`src/rtl/wdog_pkg.sv`:
```
package wdog_pkg;

    localparam int DATA_W     = 32;
    localparam int IRQ_EN_BIT = 23;
    localparam int MASK_LSB   = 24;

    typedef enum logic [1:0] {
        ST_IDLE,
        ST_RUN,
        ST_EXPIRED
    } wd_state_e;

endpackage

```
`src/rtl/wdog_regs.sv`:
```
module wdog_regs
    import wdog_pkg::*;
#(
    parameter int TC_W   = 22,
    parameter int EN_BIT = 22,
    parameter int CPU_W  = 4,
    parameter int ADDR_W = 3
) (
    input  logic              clk_i,
    input  logic              rst_ni,
    input  logic [ADDR_W-1:0] addr_i,
    input  logic              we_i,
    input  logic [DATA_W-1:0] wdata_i,
    input  logic [TC_W-1:0]   cnt_i,
    output logic [DATA_W-1:0] rdata_o,
    output logic              en_o,
    output logic              irq_en_o,
    output logic [CPU_W-1:0]  mask_o,
    output logic [TC_W-1:0]   tc_o,
    output logic              restart_o
);

    localparam int SEL_BIT = 2;

    logic [DATA_W-1:0] ctrl_q;
    logic              sel_cnt;

    assign sel_cnt = addr_i[SEL_BIT];

    always_ff @(posedge clk_i) begin
        if (!rst_ni) begin
            ctrl_q <= '0;
        end else if (we_i && !sel_cnt) begin
            ctrl_q <= wdata_i;
        end
    end

    assign restart_o = we_i && sel_cnt && (wdata_i == '0);

    assign en_o     = ctrl_q[EN_BIT];
    assign irq_en_o = ctrl_q[IRQ_EN_BIT];
    assign mask_o   = ctrl_q[MASK_LSB +: CPU_W];
    assign tc_o     = ctrl_q[TC_W-1:0];

    always_comb begin
        if (sel_cnt) begin
            rdata_o = {{(DATA_W-TC_W){1'b0}}, cnt_i};
        end else begin
            rdata_o = ctrl_q;
        end
    end

    AST_CTRL_KEEP: assert property (@(posedge clk_i) disable iff (!rst_ni)
        !(we_i && !sel_cnt) |=> $stable(ctrl_q));

endmodule

```
`src/rtl/wdog_prescale.sv`:
```
module wdog_prescale #(
    parameter int TICK_CYCLES = 1000
) (
    input  logic clk_i,
    input  logic rst_ni,
    input  logic run_i,
    input  logic clear_i,
    output logic tick_o
);

    localparam int PRE_W = (TICK_CYCLES > 1) ? $clog2(TICK_CYCLES) : 1;
    localparam logic [PRE_W-1:0] LAST = PRE_W'(TICK_CYCLES - 1);

    generate
        if (TICK_CYCLES == 1) begin : g_direct
            assign tick_o = run_i && !clear_i;
        end else begin : g_div
            logic [PRE_W-1:0] pre_q;

            always_ff @(posedge clk_i) begin
                if (!rst_ni) begin
                    pre_q <= '0;
                end else if (!run_i || clear_i) begin
                    pre_q <= '0;
                end else if (pre_q == LAST) begin
                    pre_q <= '0;
                end else begin
                    pre_q <= pre_q + 1'b1;
                end
            end

            assign tick_o = run_i && !clear_i && (pre_q == LAST);

            AST_PRE_BOUND: assert property (@(posedge clk_i) disable iff (!rst_ni)
                pre_q <= LAST);
            AST_PRE_CLEAR: assert property (@(posedge clk_i) disable iff (!rst_ni)
                clear_i |=> (pre_q == '0));
        end
    endgenerate

endmodule

```
`src/rtl/wdog_fsm.sv`:
```
module wdog_fsm
    import wdog_pkg::*;
#(
    parameter int TC_W  = 22,
    parameter int CPU_W = 4
) (
    input  logic             clk_i,
    input  logic             rst_ni,
    input  logic             en_i,
    input  logic             irq_en_i,
    input  logic [CPU_W-1:0] mask_i,
    input  logic [TC_W-1:0]  tc_i,
    input  logic             restart_i,
    input  logic             tick_i,
    output logic [TC_W-1:0]  cnt_o,
    output logic             run_o,
    output logic [CPU_W-1:0] cpu_rst_o,
    output logic             irq_o
);

    wd_state_e       state_q, state_d;
    logic [TC_W-1:0] cnt_q;
    logic            at_limit;

    assign at_limit = (cnt_q >= tc_i);
    assign run_o    = en_i && (state_q == ST_RUN);
    assign cnt_o    = cnt_q;

    always_comb begin
        state_d = state_q;
        unique case (state_q)
            ST_IDLE: begin
                if (en_i) state_d = ST_RUN;
            end
            ST_RUN: begin
                if (!en_i)          state_d = ST_IDLE;
                else if (restart_i) state_d = ST_RUN;
                else if (at_limit)  state_d = ST_EXPIRED;
            end
            ST_EXPIRED: begin
                if (!en_i)          state_d = ST_IDLE;
                else if (restart_i) state_d = ST_RUN;
            end
            default: state_d = ST_IDLE;
        endcase
    end

    always_ff @(posedge clk_i) begin
        if (!rst_ni) begin
            state_q <= ST_IDLE;
        end else begin
            state_q <= state_d;
        end
    end

    always_ff @(posedge clk_i) begin
        if (!rst_ni) begin
            cnt_q <= '0;
        end else if (!en_i || state_q == ST_IDLE || restart_i) begin
            cnt_q <= '0;
        end else if (state_q == ST_RUN && tick_i && !at_limit) begin
            cnt_q <= cnt_q + 1'b1;
        end
    end

    always_ff @(posedge clk_i) begin
        if (!rst_ni) begin
            cpu_rst_o <= '0;
            irq_o     <= 1'b0;
        end else begin
            cpu_rst_o <= (state_d == ST_EXPIRED) ? mask_i : '0;
            irq_o     <= (state_d == ST_EXPIRED) && (mask_i == '0) && irq_en_i;
        end
    end

    AST_IDLE_ZERO: assert property (@(posedge clk_i) disable iff (!rst_ni)
        !en_i |=> (cnt_q == '0));
    AST_RST_ONLY_EXPIRED: assert property (@(posedge clk_i) disable iff (!rst_ni)
        (cpu_rst_o != '0) |-> (state_q == ST_EXPIRED));
    AST_FROZEN: assert property (@(posedge clk_i) disable iff (!rst_ni)
        (state_q == ST_EXPIRED && en_i && !restart_i) |=> $stable(cnt_q));
    AST_IRQ_EXCL: assert property (@(posedge clk_i) disable iff (!rst_ni)
        irq_o |-> (cpu_rst_o == '0));
    AST_SERVICE: assert property (@(posedge clk_i) disable iff (!rst_ni)
        restart_i |=> (cnt_q == '0 && irq_o == 1'b0 && cpu_rst_o == '0));
    AST_DISARM: assert property (@(posedge clk_i) disable iff (!rst_ni)
        !en_i |=> (state_q == ST_IDLE && !irq_o));

endmodule

```
`src/rtl/wdog_timer.sv`:
```
module wdog_timer
    import wdog_pkg::*;
#(
    parameter int TICK_CYCLES = 1000,
    parameter int TC_W        = 22,
    parameter int EN_BIT      = 22,
    parameter int CPU_W       = 4,
    parameter int ADDR_W      = 3
) (
    input  logic              clk_i,
    input  logic              rst_ni,
    input  logic [ADDR_W-1:0] addr_i,
    input  logic              we_i,
    input  logic [31:0]       wdata_i,
    output logic [31:0]       rdata_o,
    output logic [CPU_W-1:0]  cpu_rst_o,
    output logic              irq_o
);

    logic             en;
    logic             irq_en;
    logic [CPU_W-1:0] mask;
    logic [TC_W-1:0]  tc;
    logic [TC_W-1:0]  cnt;
    logic             restart;
    logic             run;
    logic             tick;

    wdog_regs #(
        .TC_W   (TC_W),
        .EN_BIT (EN_BIT),
        .CPU_W  (CPU_W),
        .ADDR_W (ADDR_W)
    ) i_regs (
        .clk_i     (clk_i),
        .rst_ni    (rst_ni),
        .addr_i    (addr_i),
        .we_i      (we_i),
        .wdata_i   (wdata_i),
        .cnt_i     (cnt),
        .rdata_o   (rdata_o),
        .en_o      (en),
        .irq_en_o  (irq_en),
        .mask_o    (mask),
        .tc_o      (tc),
        .restart_o (restart)
    );

    wdog_prescale #(
        .TICK_CYCLES (TICK_CYCLES)
    ) i_prescale (
        .clk_i   (clk_i),
        .rst_ni  (rst_ni),
        .run_i   (run),
        .clear_i (restart),
        .tick_o  (tick)
    );

    wdog_fsm #(
        .TC_W  (TC_W),
        .CPU_W (CPU_W)
    ) i_fsm (
        .clk_i     (clk_i),
        .rst_ni    (rst_ni),
        .en_i      (en),
        .irq_en_i  (irq_en),
        .mask_i    (mask),
        .tc_i      (tc),
        .restart_i (restart),
        .tick_i    (tick),
        .cnt_o     (cnt),
        .run_o     (run),
        .cpu_rst_o (cpu_rst_o),
        .irq_o     (irq_o)
    );

endmodule

```
`config.mk`:
```
export PLATFORM = sky130hd
export DESIGN_NAME = wdog_timer
export DESIGN_NICKNAME = d
export VERILOG_FILES = /design/src/rtl/wdog_pkg.sv /design/src/rtl/wdog_regs.sv /design/src/rtl/wdog_prescale.sv /design/src/rtl/wdog_fsm.sv /design/src/rtl/wdog_timer.sv
export SDC_FILE = /design/constraint.sdc
export NUM_CORES = 1
export LEC_CHECK = 0
export ABC_AREA = 1
export BUFFER_PORTS_ARGS = -buffer_cell sky130_fd_sc_hd__buf_2
export CAP_MARGIN = 20
export CORE_MARGIN = 3
export CORE_UTILIZATION = 27
export DETAILED_ROUTE_END_ITERATION = 8
export GPL_TIMING_DRIVEN = 0
export PLACE_DENSITY = 0.53
export SLEW_MARGIN = 20
export SYNTH_ARGS = -nofsm -noshare
export SYNTH_HDL_FRONTEND = slang
export SYNTH_HIERARCHICAL = 1
export SYNTH_SLANG_ARGS = --single-unit
```
`constraint.sdc`:
```
create_clock -name clk_i -period 5.2 [get_ports clk_i]
set_input_delay 1.3 -clock clk_i [delete_from_list [all_inputs] [get_ports clk_i]]
set_output_delay 1.3 -clock clk_i [all_outputs]
set_load 0.02 [all_outputs]
```
Word-level counts from Yosys, hierarchy flattened
Cells that the tools add are included.
{"block": "op_classes", "addsub": 2, "order_cmp": 1, "mux": 8, "n_reduce_logical": 24, "n_bitwise": 1, "eq_ne": 4}
{"operator": "$logic_not 32->1", "count": 1}
{"operator": "$mux 32", "count": 1}
{"operator": "$add 22x1->22 const B", "count": 1}
{"operator": "$ge 22x22->1", "count": 1}
{"operator": "$mux 2", "count": 6}
{"operator": "$add 10x1->10 const B", "count": 1}
{"operator": "$eq 10x10->1 const B", "count": 1}
{"operator": "$logic_and 1x1->1", "count": 10}
{"operator": "$pmux 2 s3", "count": 1}
{"operator": "$logic_not 1->1", "count": 5}
{"operator": "$eq 2x2->1 const B", "count": 2}
{"operator": "$logic_not 4->1", "count": 1}
{"operator": "$logic_or 1x1->1", "count": 3}
{"operator": "$reduce_or 3->1", "count": 1}
{"operator": "$eq 2x1->1 const B", "count": 1}
{"operator": "$logic_not 2->1", "count": 1}
{"operator": "$reduce_and 2->1", "count": 1}
{"operator": "$reduce_or 2->1", "count": 1}
{"operator": "$not 1->1", "count": 1}
{"block": "word_totals", "elab_cells": 46, "out_inout_bits": 37, "reg_bits": 71, "inputBits": 38}

Logic depth before layout (Yosys ltp)
Gate-level depths: netlist of the first run.
{"block": "logic_depth", "depth_word": 8, "ltp_mapped": 15, "ltp_nobuf": 13}

Hierarchy
The synthesis of the first run kept the hierarchy.
{"module": "wdog_fsm", "cells_each": 349, "area_each_um2": 2285.9, "n_inst": 1, "seq_area_each_um2": 580.6}
{"module": "wdog_regs", "cells_each": 280, "area_each_um2": 1800.5, "n_inst": 1, "seq_area_each_um2": 640.6}
{"module": "wdog_prescale", "cells_each": 65, "area_each_um2": 467.9, "n_inst": 1, "seq_area_each_um2": 200.2}

Worst setup path before layout of the first run
OpenSTA, ideal clock, no wires.
{"block": "synth_timing", "kind": "input to output", "from": "in addr_i[2]", "to": "out rdata_o[22]", "arrival_ps": 1880, "path_buffers": 2, "cell_stages": 3, "required_time_ps": 3900, "setup_slack_ps": 2020, "cell_sequence": "buf_6 buf_2 nor2_1"}
{"block": "synth_between", "elab_chain_len": 1}
{"element": "from (decl)", "line_no": "wdog_timer.sv:12", "text": "input logic [ADDR_W-1:0] addr_i,"}
{"element": "$mux 32", "line_no": "wdog_regs.sv:46", "text": "if (sel_cnt) begin"}
{"element": "to (decl)", "line_no": "wdog_timer.sv:15", "text": "output logic [31:0] rdata_o,"}
No other way between the ends.

Final worst setup path of the first run
{"block": "layout_timing", "from": "in addr_i[2]", "to": "out rdata_o[13]"}
The elaborated chain is that of the path after synthesis.

==> results.md, run 1 <==
- The via count of the routed design is 4314.
- The number of pins exceeding their max-slew limit in the final report is 0.
- The wire-length estimate of the detail-placed layout is 9690 um.
- The number of antenna violations at the first check in global routing is 0.
- Along the worst hold path, the cell count comes to 1.
- The cell taking the most area after synthesis is dfxtp_1.
- Sequential elements use a little under a third of the synthesized area.
- The maximum operating frequency is 0.297 GHz.
- The number of resized instances in the post-cts repair step is 0.
- The remaining global-route overflow is 0.
- The flow ran to the end, and the final reports show no timing, DRC or antenna violations.
- The worst register-to-register path has a depth of 11.
- The worst pin sits at a relative slew slack of 67.5%.
- After synthesis the cells add up to approximately 4600 um2.
- Synthesis inferred 71 register bits.
- The total die area is ~18000 um2.
- The type of destination of the critical path is a primary output.
- In this run the deepest clock path goes through 2 buffers.
- The setup path with the least slack is of type in2out.
- Buffers placed on the I/O ports in this run total 71.
- The floorplan step set the die height to roughly 140 um.
- In the final layout, the share of cells above drive strength 1 is 19.6%.
- The TritonCTS clock tree is done.
- The number of clock sinks is 71.
- The number of global-route vias before repair is 4138.
- The synthesis-to-finish area growth is 20.9%.
- Leaving out fill and tap cells, the most frequent cells in the layout are nand2_1 (180), nor2_1 (122), buf_2 (77).
- Setup repair after global routing left no endpoint under its margin.
- The core region is 16200 um2.
- The number of antenna diodes in the final layout is 0.
- The max-cap check violation count is 0.
- The routability-driven placement congestion ratio is 0.868.
- The required time at the worst-slack endpoint is 3.90 ns.
- The initialized floorplan defines 46 standard-cell rows.
- The count of routing violations after the opening detailed-route iteration is 94.
- In this run, distinct cell masters in the synthesized netlist total 33.
- The clock skew is between 0.007 and 0.008 ns.
- The worst setup path is launched from a primary input.
- The biggest fanout along the worst timing path is 10.
- The cell depth of the worst setup path is 6.
- In this design, the stage delay of the slowest critical-path cell is 0.22 ns.
- The global routing usage summed across all routing layers is 13.5%.
- Across the VDD grid, the largest voltage drop is roughly 200 uV.
- In this run the worst hold path is classified as reg2reg.
- The design draws 1.43 mW.
- The largest net degree at the start of global routing is 15.
- Among all stages on the critical path, the largest delay is contributed by buf_2.
- The buffering stage count on the worst path with inverters included is 4.
- The number of standard cells after synthesis is 694.
- The leakage power is 2.46 nW.
- Wires add up to roughly 12000 um.
- The first global-routing pass estimated 20100 um of wire.
- Once the floorplan was initialized, standard cells occupied 28.2% of the core.
- The ratio of routed vias to standard cells is 4.33.
- The boundary pin count is 75.
- For the pin with the worst max-slew slack, the measured transition is approximately 0.49 ns.
- The setup-violating endpoint count in the final report is 0.
- On the critical path the largest part of the delay comes from buffers and inverters.
- When the netlist entered floorplanning its net count stood at 756.
- The count of nets left with antenna violations once routing finished came out at 0.
- The share of the synthesized area in the top cell type is a little under a third.
- The overall die width is roughly 140 um.
- The aggregate negative setup slack is 0 ns.
- The clock root buffer is clkbuf_16.
- The critical path goes through buf_6, inv_6, buf_2, nand2_1, nand2_1, buf_2.
- The worst-skew pair later-pin latency is roughly 0.34 ns.
- The endpoint arrival time on the critical path is 2.07 ns.
- The ratio of total power to cell area is ~260 nW/um2.
- For this run, the number of Yosys warnings is 6.
- Ranked by total cell area, the synthesized netlist is headed by dfxtp_1 (31%), nand2_1 (15%), nor2_1 (10%), ha_1 (6.6%), inv_1 (6.1%).
- The final critical-path share of the clock period is 64.8%.
- Clock-pin slew was measured on the worst setup and hold paths at 0.06 ns.
- At the end of the flow, the number of nets in the layout was 838.
- The count of buffers added by post-CTS timing repair for setup is 0.
- The average wire per standard cell is 12.1 um.
- Leaving out fill and tap cells, the most frequent cell in the layout is nand2_1.
- The average instance in the mapped netlist occupies ~6.6 um2.
- The number of hold buffers added after CTS is 0.
- The clock period minus final worst setup slack is 3.37 ns.
- The clock tree synthesis step divided the H-tree into 3 levels.
- The number of hold violations in the final report is 0.
- In the routed design, unresolved DRC markers number 0.
- The number of clock buffers added by TritonCTS is 9.
- The filler cell count in the final layout is 1783.
- The total iterations of the first detailed-routing run is 5.
report_power, final:
group	total (mW)	internal (mW)	switching [mW]
combinational	0.171	0.0710	0.100
clock	0.685	0.426	0.259
sequential	0.572	0.561	0.0114
total	1.43	1.06	0.370
metal layers:
layer	global-route usage, %	vias to the layer above	share of wire [%]
met1	17.0	1905	47
met3	2.92	16	4.2
met2	23.0	71	48
met5	0	-	0
met4	4.65	0	1.7
li1	-	2322	-
cell type report:
type                       count  area, um2  area share (%)
multi-input combinational    497       2470            44.9
sequential                    71       1420            25.8
buffer                        49        364            6.61
inverter                      77        297            5.38
timing repair buffer          71        355            6.45
clock buffer                   9        225            4.09
clock inverter                 7        103            1.86
tap                          216        270            4.91
cell usage after synthesis:
master / instances
inv_2: 1
inv_1: 74
ha_1: 24
inv_6: 1
nor2_2: 4
o21ai_1: 10
clkbuf_1: 5
a21oi_2: 2
clkbuf_4: 1
xnor2_1: 9
a21oi_1: 40
nor4_1: 1
buf_6: 8
nand3_2: 3
dfxtp_1: 71
a21o_1: 1
nand4_2: 1
nor2_1: 122
nand2_1: 180
xor2_1: 11
nand3b_1: 4
buf_2: 6
nand2_8: 1
nor3_1: 4
nand4_1: 8
buf_4: 29
nand2_2: 3
inv_4: 1
nor3_2: 3
nand3_1: 40
o21bai_1: 1
o21ai_0: 23
nor2_4: 2
flip-flops by register name, summed over array words and instances, names as in the netlist:
register                flops
i_fsm/irq_o                 1
i_fsm/state_q               2
i_regs/ctrl_q              32
i_prescale/g_div.pre_q     10
i_fsm/cpu_rst_o             4
i_fsm/cnt_o                22
cells by family (layout without fill, tap and decap cells):
group / count (synthesis) / after routing / share of synthesized area, %
DFF: 71 / 71 / 31.2
AOI/OAI and AO/OA: 77 / 77 / 8.74
buffers and inverters: 126 / 213 / 14.5
xor gates and xnor gates: 20 / 20 / 3.85
adders and majority gates: 24 / 24 / 6.59
and+or+nand+nor: 376 / 376 / 35.1
final timing paths:
check / end / startpoint / slack [ns]
hold / removal: i_prescale/g_div.pre_q[0] / i_prescale/g_div.pre_q[0] / 0.46
hold reg to reg: i_prescale/g_div.pre_q[0] / i_prescale/g_div.pre_q[0] / 0.46
setup reg to reg: i_fsm/irq_o / i_regs/ctrl_q[3] / 2.97
setup / recovery: rdata_o[13] / addr_i[2] / 1.83
through the flow:
| step | hold slack, ns | util, % | setup WS, ns | area [um2] | instances |
|---|---|---|---|---|---|
| final | 0.459 | 34.1 | 1.83 | 5510 | 997 |
| after global routing | 0.482 | 34.1 | 1.72 | 5510 | 997 |
| after CTS | 0.466 | 34.1 | 1.80 | 5510 | 997 |
| after detailed placement | 0.450 | 32.0 | 1.80 | 5180 | 981 |
| after global placement | 0.442 | 32.0 | 1.79 | 5180 | 981 |
| after floorplan | 0.429 | - | 2.02 | 4550 | 694 |
(Power assumes the default switching activity.)
==> run 2, diff against run 1 <==
--- a/config.mk
+++ b/config.mk
@@ -5,14 +5,14 @@
 export SDC_FILE = /design/constraint.sdc
 export NUM_CORES = 1
 export LEC_CHECK = 0
-export ABC_AREA = 1
+export ABC_AREA = 0
 export BUFFER_PORTS_ARGS = -buffer_cell sky130_fd_sc_hd__buf_2
 export CAP_MARGIN = 20
 export CORE_MARGIN = 3
 export CORE_UTILIZATION = 27
 export DETAILED_ROUTE_END_ITERATION = 8
 export GPL_TIMING_DRIVEN = 0
-export PLACE_DENSITY = 0.53
+export PLACE_DENSITY = 0.55
 export SLEW_MARGIN = 20
 export SYNTH_ARGS = -nofsm -noshare
 export SYNTH_HDL_FRONTEND = slang
==> constraint.sdc (replaced) <==
create_clock -name clk_i -period 2.8 [get_ports clk_i]
set_input_delay 0.7 -clock clk_i [delete_from_list [all_inputs] [get_ports clk_i]]
set_output_delay 0.7 -clock clk_i [all_outputs]
set_load 0.02 [all_outputs]
==> run 2 against run 1 <==
Design area shrank 2.5%. Critical path depth grew 5. Worst setup slack lost 1.7 ns. Non-clock buffer count grew 7. Largest cell class unchanged.
==> results.md, run 2 <==
- The endpoint identified for the worst register-to-register timing path is i_fsm/cnt_o[19].
- Wires add up to 11200 um.
- The launching point of the worst reg2reg path is i_prescale/g_div.pre_q[0].
- After layout, the worst setup slack is 0.120 ns.
- The number of standard cells after synthesis is just under 500.
- On the final layout, the worst clock skew is approximately 0.010 ns.
- The count of cells in the finished layout, fillers not included, comes to 797.
- The top cell types in the final layout, fill and taps aside, are nand2_1 (84), buf_2 (74), dfxtp_1 (71).
- In the final routed layout, each cell accounts on average for 14.0 um.
- The total die area is 17300 um2.
- The path with the worst hold slack has its endpoint at i_fsm/irq_o.
- Ranked by total cell area, the synthesized netlist is headed by dfxtp_1 (33%), a21boi_2 (7.9%), nand2_1 (7.4%), ha_1 (7.1%), mux2_2 (5.8%).
- Setup repair after global routing could not meet its margin everywhere.
- The setup-violating endpoint count in the final report is 0.
- The share of synthesized area in the top cell type comes to 33.4%.
- The final net count is 643.
- The total number of yosys warnings is 6.
- The synthesis-to-finish area growth is 26.4%.
- The tightest hold margin is 0.455 ns.
- In this run, synthesis produced a sequential element count of between 70 and 80.
- The tightest slew margin relative to the limit is 62.7%.
- The smallest clock period supported by the final layout is computed as roughly 2.7 ns.
- Counting the fill cells in the layout gives 1633.
- Yosys mapped the design onto 50 distinct sky130hd cell types.
- In this run the count of I/O pins placed on the die edge is 75.
- Summing all multi-input logic gate instances after layout gives 2490 um2.
- The initialized floorplan defines 45 standard-cell rows.
- For the pin with the worst max-slew slack, the measured transition is 0.560 ns.
- The maximum count of clock buffers along a single path is 2.
- The endpoint arrival time on the critical path is 2.96 ns.
- The total iterations of the first detailed-routing run is 4.
- The global routing usage summed across all routing layers is around an eighth.
- The fraction of the mapped netlist area in compound gates is about 17%.
- The per-instance average area after synthesis is 8.71 um2.
- The post-route antenna net violation count is 0.
- The commonest cells after synthesis are nand2_1 (84), dfxtp_1 (71), a21boi_2 (30).
- The critical path startpoint category is a primary input.
- The repair_antennas step left the layout with diodes totalling 0.
- The worst-skew pair later-pin latency is between 0.3 and 0.4 ns.
- The type of the tightest min-delay check is reg2reg.
- By area, the combinational part of the netlist is dominated by simple AND/OR/NAND/NOR gates.
- The cell taking the most area after synthesis is dfxtp_1.
- The number of global-route vias before repair is 3630.
- Input and output buffers added on the ports amount to ~70.
- The final critical-path share of the clock period is 95.7%.
- The starting utilization of the core area is 27.8%.
- The count of routing violations after the opening detailed-route iteration is 148.
- The number of antenna violations at the first check in global routing is 0.
- The deepest level of the CTS H-tree is 3.
- The run finished with clean final reports.
- VDD sags by at most 264 uV.
- At the worst endpoint, the required time is 3.08 ns.
- Hold repair after CTS inserted 0 buffers.
- The via count of the routed design is 3699.
- The cell area that synthesis handed to floorplanning was 4250 um2.
- Of the total synthesized cell area, the portion taken by full adders, half adders and majority gates is 7.07%.
- For this design, the sink count on the clock tree is 71.
- The most used flip-flop cell after synthesis is dfxtp_1.
- The number of enable-type register cells in the synthesized netlist is 0.
- At the placement stage, the worst setup path has a slack of -0.654 ns.
- The area used by sequential logic in the layout is 1420 um2.
- At the end of routability-driven placement, the weighted congestion stood at 0.803.
- The number of buffers added by the clock tree synthesis step is 9.
- After detailed routing, the number of remaining DRC violations is 0.
- Summed over all cells, the static leakage comes to 2.15 nW.
- STA classifies the critical path endpoint as a register.
- Of all nets on the critical path, the largest fanout is 8.
- The TritonCTS clock tree is done.
- The number of cells on the worst hold path is 2.
- The critical path start-end classification is in2reg.
- The maximum operating frequency is 0.373 GHz.
- In this run the clock root is driven by a clkbuf_16.
- For flop-to-flop paths, the worst setup slack is around 0.18 ns.
- Summed over all nets, the half-perimeter wirelength after detailed placement is ~8500 um.
- The share of the Yosys chip area taken by registers is 33.4%.
- The simple-gate share of the synthesized area is 24.0%.
- Clock-pin slew was measured on the worst setup and hold paths at 0.06 ns.
- The hold path startpoint is i_regs/ctrl_q[23].
- The register with the most flip-flops in the layout has 32 of them.
- The number of instances in the placed design is 770.
- The depth of the worst register-to-register path is 10.
- The largest net degree at the start of global routing is 14.
- The area of the core is 15300 um2.
- The y dimension of the die is about 130 um.
- The synthesized netlist devotes 2.68% of its cell area to XOR and XNOR gates.
- Of the cells placed in the final design, the portion with a size suffix greater than 1 is 36.3%.
- The proportion of synthesized flip-flops having asynchronous set or reset is 0%.
- The tool flagged a number of max-cap violations equal to 0.
- After synthesis, the share of cell area in mux cells is under 10%.
- Counting flops per register, the top entry is i_regs/ctrl_q.
- Counting every net in the synthesized netlist gives 550.
- The number of hold violations in the final report is 0.
- The most common cell in the synthesized netlist is nand2_1.
- The global-route wire length before repair is 18000 um.
- In the routed layout, each cell is associated on average with a via count of 4.64.
- The number of pins exceeding their max-slew limit in the final report is 0.
- For this design the ratio of total power to cell area is 460 nW/um2.
- The remaining global-route overflow is 0.
- In this run the horizontal extent of the chip is 131 um.
- The leading cell type in the layout, fill and taps excluded is nand2_1.
## run 2: changes by cell type in the layout (fill, tap and decap cells not counted), moves of 6 or more
cell,delta
nor2_1,-100
a21oi_1,-14
or3_1,+10
nand3_1,-31
o21ai_0,-21
nand2_1,-96
nand4_1,+6
a21boi_2,+30
mux2_2,+22
nor2b_1,+14
buf_4,+9
inv_1,-45
## run 2: area by class of cell
class	count	share of cell area (%)
multi-input cells	343	46.4
flip-flops and latches	71	26.5
repair buffers	82	8.60
well taps	211	4.91
plain buffers	45	6.08
inverters	29	2.03
clock inverters	7	1.37
clock buffers	9	4.19
## run 2: how the worst max path moves through the flow
stage	slack, ns	depth (start not counted)	to	from
6_report	0.12	11	i_fsm/cnt_o[19]	addr_i[2]
5_1_grt	-0.001	13	i_fsm/cnt_o[1]	wdata_i[11]
4_1_cts	0.04	13	i_fsm/cnt_o[1]	wdata_i[11]
3_5_place_dp	-0.65	11	i_fsm/cnt_o[1]	wdata_i[11]
3_3_place_gp	-0.61	11	i_fsm/cnt_o[1]	wdata_i[11]
2_1_floorplan	-0.02	11	i_fsm/cnt_o[13]	addr_i[2]
## run 2: per-layer routing
| layer | vias up | part of all wire, % | global-route usage [%] |
|---|---|---|---|
| met5 | - | 0 | 0 |
| met4 | 0 | 1.4 | 4.73 |
| met3 | 11 | 3.9 | 3.56 |
| met2 | 77 | 47 | 21.3 |
| met1 | 1760 | 47 | 16.1 |
| li1 | 1851 | - | - |
## run 2: where the power goes
part	switching [mW]	total (mW)	leakage [nW]	internal (mW)
Sequential	0.0164	1.05	0.576	1.03
Combinational	0.139	0.266	1.43	0.127
Clock	0.466	1.16	0.145	0.691
Total	0.621	2.47	2.15	1.85
## run 2: kinds of logic after synthesis
logic type                 count (synthesis)
muxes                                     23
xor gates and xnor gates                  13
adders and majority gates                 24
buffers and inverters                     74
DFF                                       71
AOI/OAI and AO/OA                         89
and+or+nand+nor                          194
## run 2: repair_timing
action / 4_1_cts / 5_1_grt
pin swaps: 5 / 5
gates resized for setup: 13 / 9
endpoints found under the setup margin: 18 / 19
cloned: 1 / 0
setup buffers: 6 / 4
## run 2: metrics by stage
step	area [um2]	utilization (%)	TNS (ns)	total power, mW
after floorplan	4250	-	-0.0359	1.24
after global placement	4870	31.8	-11.67	1.32
after detailed placement	4870	31.8	-12.88	1.33
after CTS	5300	34.6	0	2.50
after global routing	5370	35.1	-0.00126	2.57
final	5370	35.1	0	2.47
## run 2: critical path, cell delays in order
cell and delay, ns:
buf_4 0.16, nor4b_2 0.19, nand4_1 0.13, nor3_4 0.07
nor4_2 0.27, nand3b_1 0.19, a311oi_4 0.29, buf_6 0.18
nand2_4 0.09, or4_1 0.54, a21oi_2 0.14
==> run 3, diff against run 2 <==
--- a/config.mk
+++ b/config.mk
@@ -9,10 +9,11 @@
 export BUFFER_PORTS_ARGS = -buffer_cell sky130_fd_sc_hd__buf_2
 export CAP_MARGIN = 20
 export CORE_MARGIN = 3
-export CORE_UTILIZATION = 27
+export CORE_UTILIZATION = 56
+export CTS_BUF_LIST = sky130_fd_sc_hd__clkbuf_16
 export DETAILED_ROUTE_END_ITERATION = 8
 export GPL_TIMING_DRIVEN = 0
-export PLACE_DENSITY = 0.55
+export PLACE_DENSITY = 0.89
 export SLEW_MARGIN = 20
 export SYNTH_ARGS = -nofsm -noshare
 export SYNTH_HDL_FRONTEND = slang
==> constraint.sdc (replaced) <==
create_clock -name clk_i -period 2.7 [get_ports clk_i]
set_input_delay 0.675 -clock clk_i [delete_from_list [all_inputs] [get_ports clk_i]]
set_output_delay 0.675 -clock clk_i [all_outputs]
set_load 0.02 [all_outputs]
==> run 3 against run 2 <==
Sequential cell count stayed put. Wire length shrank 0.76%. Non-clock buffer count shrank 6. Via count grew 5.2%. Clock power barely moved. Worst hold slack lost 0.0043 ns. Clock skew down 0.0019 ns. Sequential power rose by 4%. Core utilization grew 35 points. Power increased by 3.5%. Die area is 50% lower. Sequential share of layout area increased by 1.3 points. Largest cell class unchanged. Largest power group unchanged. Highest routed layer unchanged.
==> results.md, run 3 (synthesis gave the netlist of run 2 again) <==
- The worst reg-to-reg setup slack is between 0.06 and 0.07 ns.
- STA classifies the critical path startpoint as a register.
- After detailed placement, the design holds a cell count of 658.
- The share of power burned in the clock network is approximately 47%.
- On the final layout, the worst hold slack is 0.451 ns.
- In this run the most critical hold path is launched from i_prescale/g_div.pre_q[0].
- Of all nets on the critical path, the largest fanout is 10.
- Setup repair after global routing left no endpoint under its margin.
- The synthesis-to-finish area growth is 20.4%.
- The number of pins exceeding their max-slew limit in the final report is 0.
- For this design the top-level I/O count stands at 75.
- Sequential cells account for 42.6% of the total power.
- The setup-violating endpoint count in the final report is 0.
- The clock period minus final worst setup slack is 2.63 ns.
- Internal power comes to about 1.9 mW.
- The footprint of the multi-input gates is 2440 um2.
- Dividing the detail-routed via count by the number of cells gives 5.74.
- The area of the core is 7290 um2.
- The run finished with clean final reports.
- Registers take 1420 um2.
- At the worst endpoint, the arrival time is 2.90 ns.
- The type of the tightest min-delay check is reg2reg.
- Global routing consumed, over all layers together, 25.7% of the routing resources.
- The combinational fraction of design power is roughly a tenth.
- The clock slew at the register clock pins of the worst setup and hold paths is 0.06 ns.
- Summed over all nets, the switching power comes to 0.642 mW.
- Measured along the y axis, the die boundary spans around 93 um.
- The final net count is 637.
- The endpoint with the worst hold slack is i_prescale/g_div.pre_q[0].
- The number of cells on the worst hold path is 1.
- Once detail routing completed, the nets flagged for antenna violations numbered 0.
- Summing all placed instances gives a cell area of 4760 um2.
- The number of buffers added by the clock tree synthesis step is 9.
- Counting the fill cells in the layout gives 543.
- The number of hold violations in the final report was 0.
- The detailed router finished its first iteration with around 250 violations.
- The total die area is 8670 um2.
- The final layout contains routed wiring with a total length of about 11000 um.
- The via count of the routed design is 3890.
- The clock skew is 0.00854 ns.
- Counting every sink on the clock net gives 71.
- The first global-routing pass estimated 17700 um of wire.
- TritonCTS built the clock tree.
- The clock root buffer is clkbuf_16.
- The critical path start-end classification is reg2reg.
- The number of DRC violations after detailed routing is 0.
- The worst vdd rail ir drop is 430 uV.
- The register with the most flip-flops in the layout has 32 of them.
- Entering global routing, the biggest net connects 14 pins.
- The average wire per standard cell is between 15 and 20 um.
- The total iterations of the first detailed-routing run is 7.
- STA classifies the critical path endpoint as a register.
- At the pin with the least slew margin, the transition time is 0.548 ns.
- Port buffering added 71 buffers.
- For this design, the CTS-stage hold fixing added 0 buffers.
- At the end of the flow the core is filled with cells to 70.2%.
- Cells with a size suffix above 1 make up 35.1% of the layout.
- Once layout is done, the placed cells without fillers occupy ~5000 um2.
- The initialized floorplan defines 31 standard-cell rows.
- In this run switching power makes up 25.1% of total power.
- The leading cell type in the layout, fill and taps excluded is nand2_1.
- The register with the most flip-flops in the final layout is i_regs/ctrl_q.
- In this run the number of H-tree levels came out at 3.
- The final critical-path share of the clock period is between 90% and 100%.
- The wire-length estimate of the detail-placed layout is about 7800 um.
- The tightest slew margin relative to the limit is 63.2%.
- The antenna diode instance count is 0.
- The max-cap check violation count is 0.
- For this run, the top clock speed supported by timing is 0.380 GHz.
- The top cell types in the final layout, fill and taps aside, are nand2_1 (84), buf_2 (74), dfxtp_1 (71).
- The required time at the worst-slack endpoint is about 3.0 ns.
- In this run the critical register-to-register path is launched from i_regs/ctrl_q[11].
- At the end of routability-driven placement, the weighted congestion stood at slightly below 0.9.
- The remaining global-route overflow is 0.
- Once the floorplan was initialized, standard cells occupied 58.3% of the core.
- The finished layout holds 678 standard cells, fillers aside.
- The floorplan step set the die width to 93.1 um.
- The longest clock path from root to sink contains 2 buffers.
- The number of global-route vias before repair was ~3900.
- In this run the power density over the cells is 500 nW/um2.
- The worst register-to-register path ends at i_fsm/cnt_o[11].
- The number of antenna violations at the first check in global routing is 0.
- The total power is 2.56 mW.
- The depth of the worst register-to-register path is 11.
- The worst-skew pair later-pin latency is 0.34 ns.
- For this design the static power due to leakage is 2.08 nW.
-- run 3: through the flow --
step                      worst slack, ns  TNS [ns]
final                              0.0670         0
after CTS                          0.0233         0
after global placement             -0.335     -4.58
after global routing             0.000546         0
after detailed placement           -0.354     -5.44
after floorplan                   -0.0396    -0.107
-- run 3: how the worst max path moves through the flow --
stage / depth (start not counted) / from / slack (ns) / end
after floorplan: 10 / addr_i[2] / -0.04 / i_fsm/cnt_o[11]
after global placement: 11 / we_i / -0.33 / i_fsm/cnt_o[21]
after detailed placement: 10 / we_i / -0.35 / i_fsm/cnt_o[11]
after CTS: 10 / i_prescale/g_div.pre_q[0] / 0.02 / i_fsm/cnt_o[21]
after global routing: 10 / i_prescale/g_div.pre_q[0] / 0.0005 / i_fsm/cnt_o[11]
final: 11 / i_regs/ctrl_q[11] / 0.07 / i_fsm/cnt_o[11]
-- run 3: power groups by stage --
stage / Sequential, mW / Combinational [mW] / Clock (mW)
detailed placement: 1.11 / 0.257 / 0
global route: 1.09 / 0.295 / 1.25
floorplan: 1.10 / 0.182 / 0
CTS: 1.09 / 0.267 / 1.20
global placement: 1.11 / 0.248 / 0
finish: 1.09 / 0.273 / 1.19
-- run 3: critical path, cell delays in order (launching register included) --
cell	delay, ns
dfxtp_1	0.40
buf_4	0.13
inv_1	0.03
ha_1	0.29
a21oi_1	0.20
o21a_1	0.16
o221ai_1	0.16
a21oi_2	0.20
clkbuf_4	0.24
nand3_2	0.12
or4_1	0.49
a21oi_1	0.14
-- run 3: layout make-up --
type / count / share of cell area, %
clock buffers: 9 / 4.40
inverters: 29 / 2.13
repair buffers: 76 / 7.75
well taps: 99 / 2.42
clock inverters: 6 / 1.39
plain buffers: 45 / 6.38
multi-input cells: 343 / 47.8
flip-flops and latches: 71 / 27.8
-- run 3: timing repair --
item / CTS / global route
resized for setup: 4 / 5
endpoints found under the setup margin: 21 / 18
setup buffers: 2 / 3
pin swaps: 1 / 3
-- run 3: metal layers --
layer / share of wire [%] / vias up / track usage (%)
li1: - / 1847 / -
met1: 40 / 1847 / 29.0
met2: 50 / 162 / 44.5
met3: 7.4 / 34 / 6.11
met4: 3.0 / 0 / 13.9
met5: 0 / - / 0
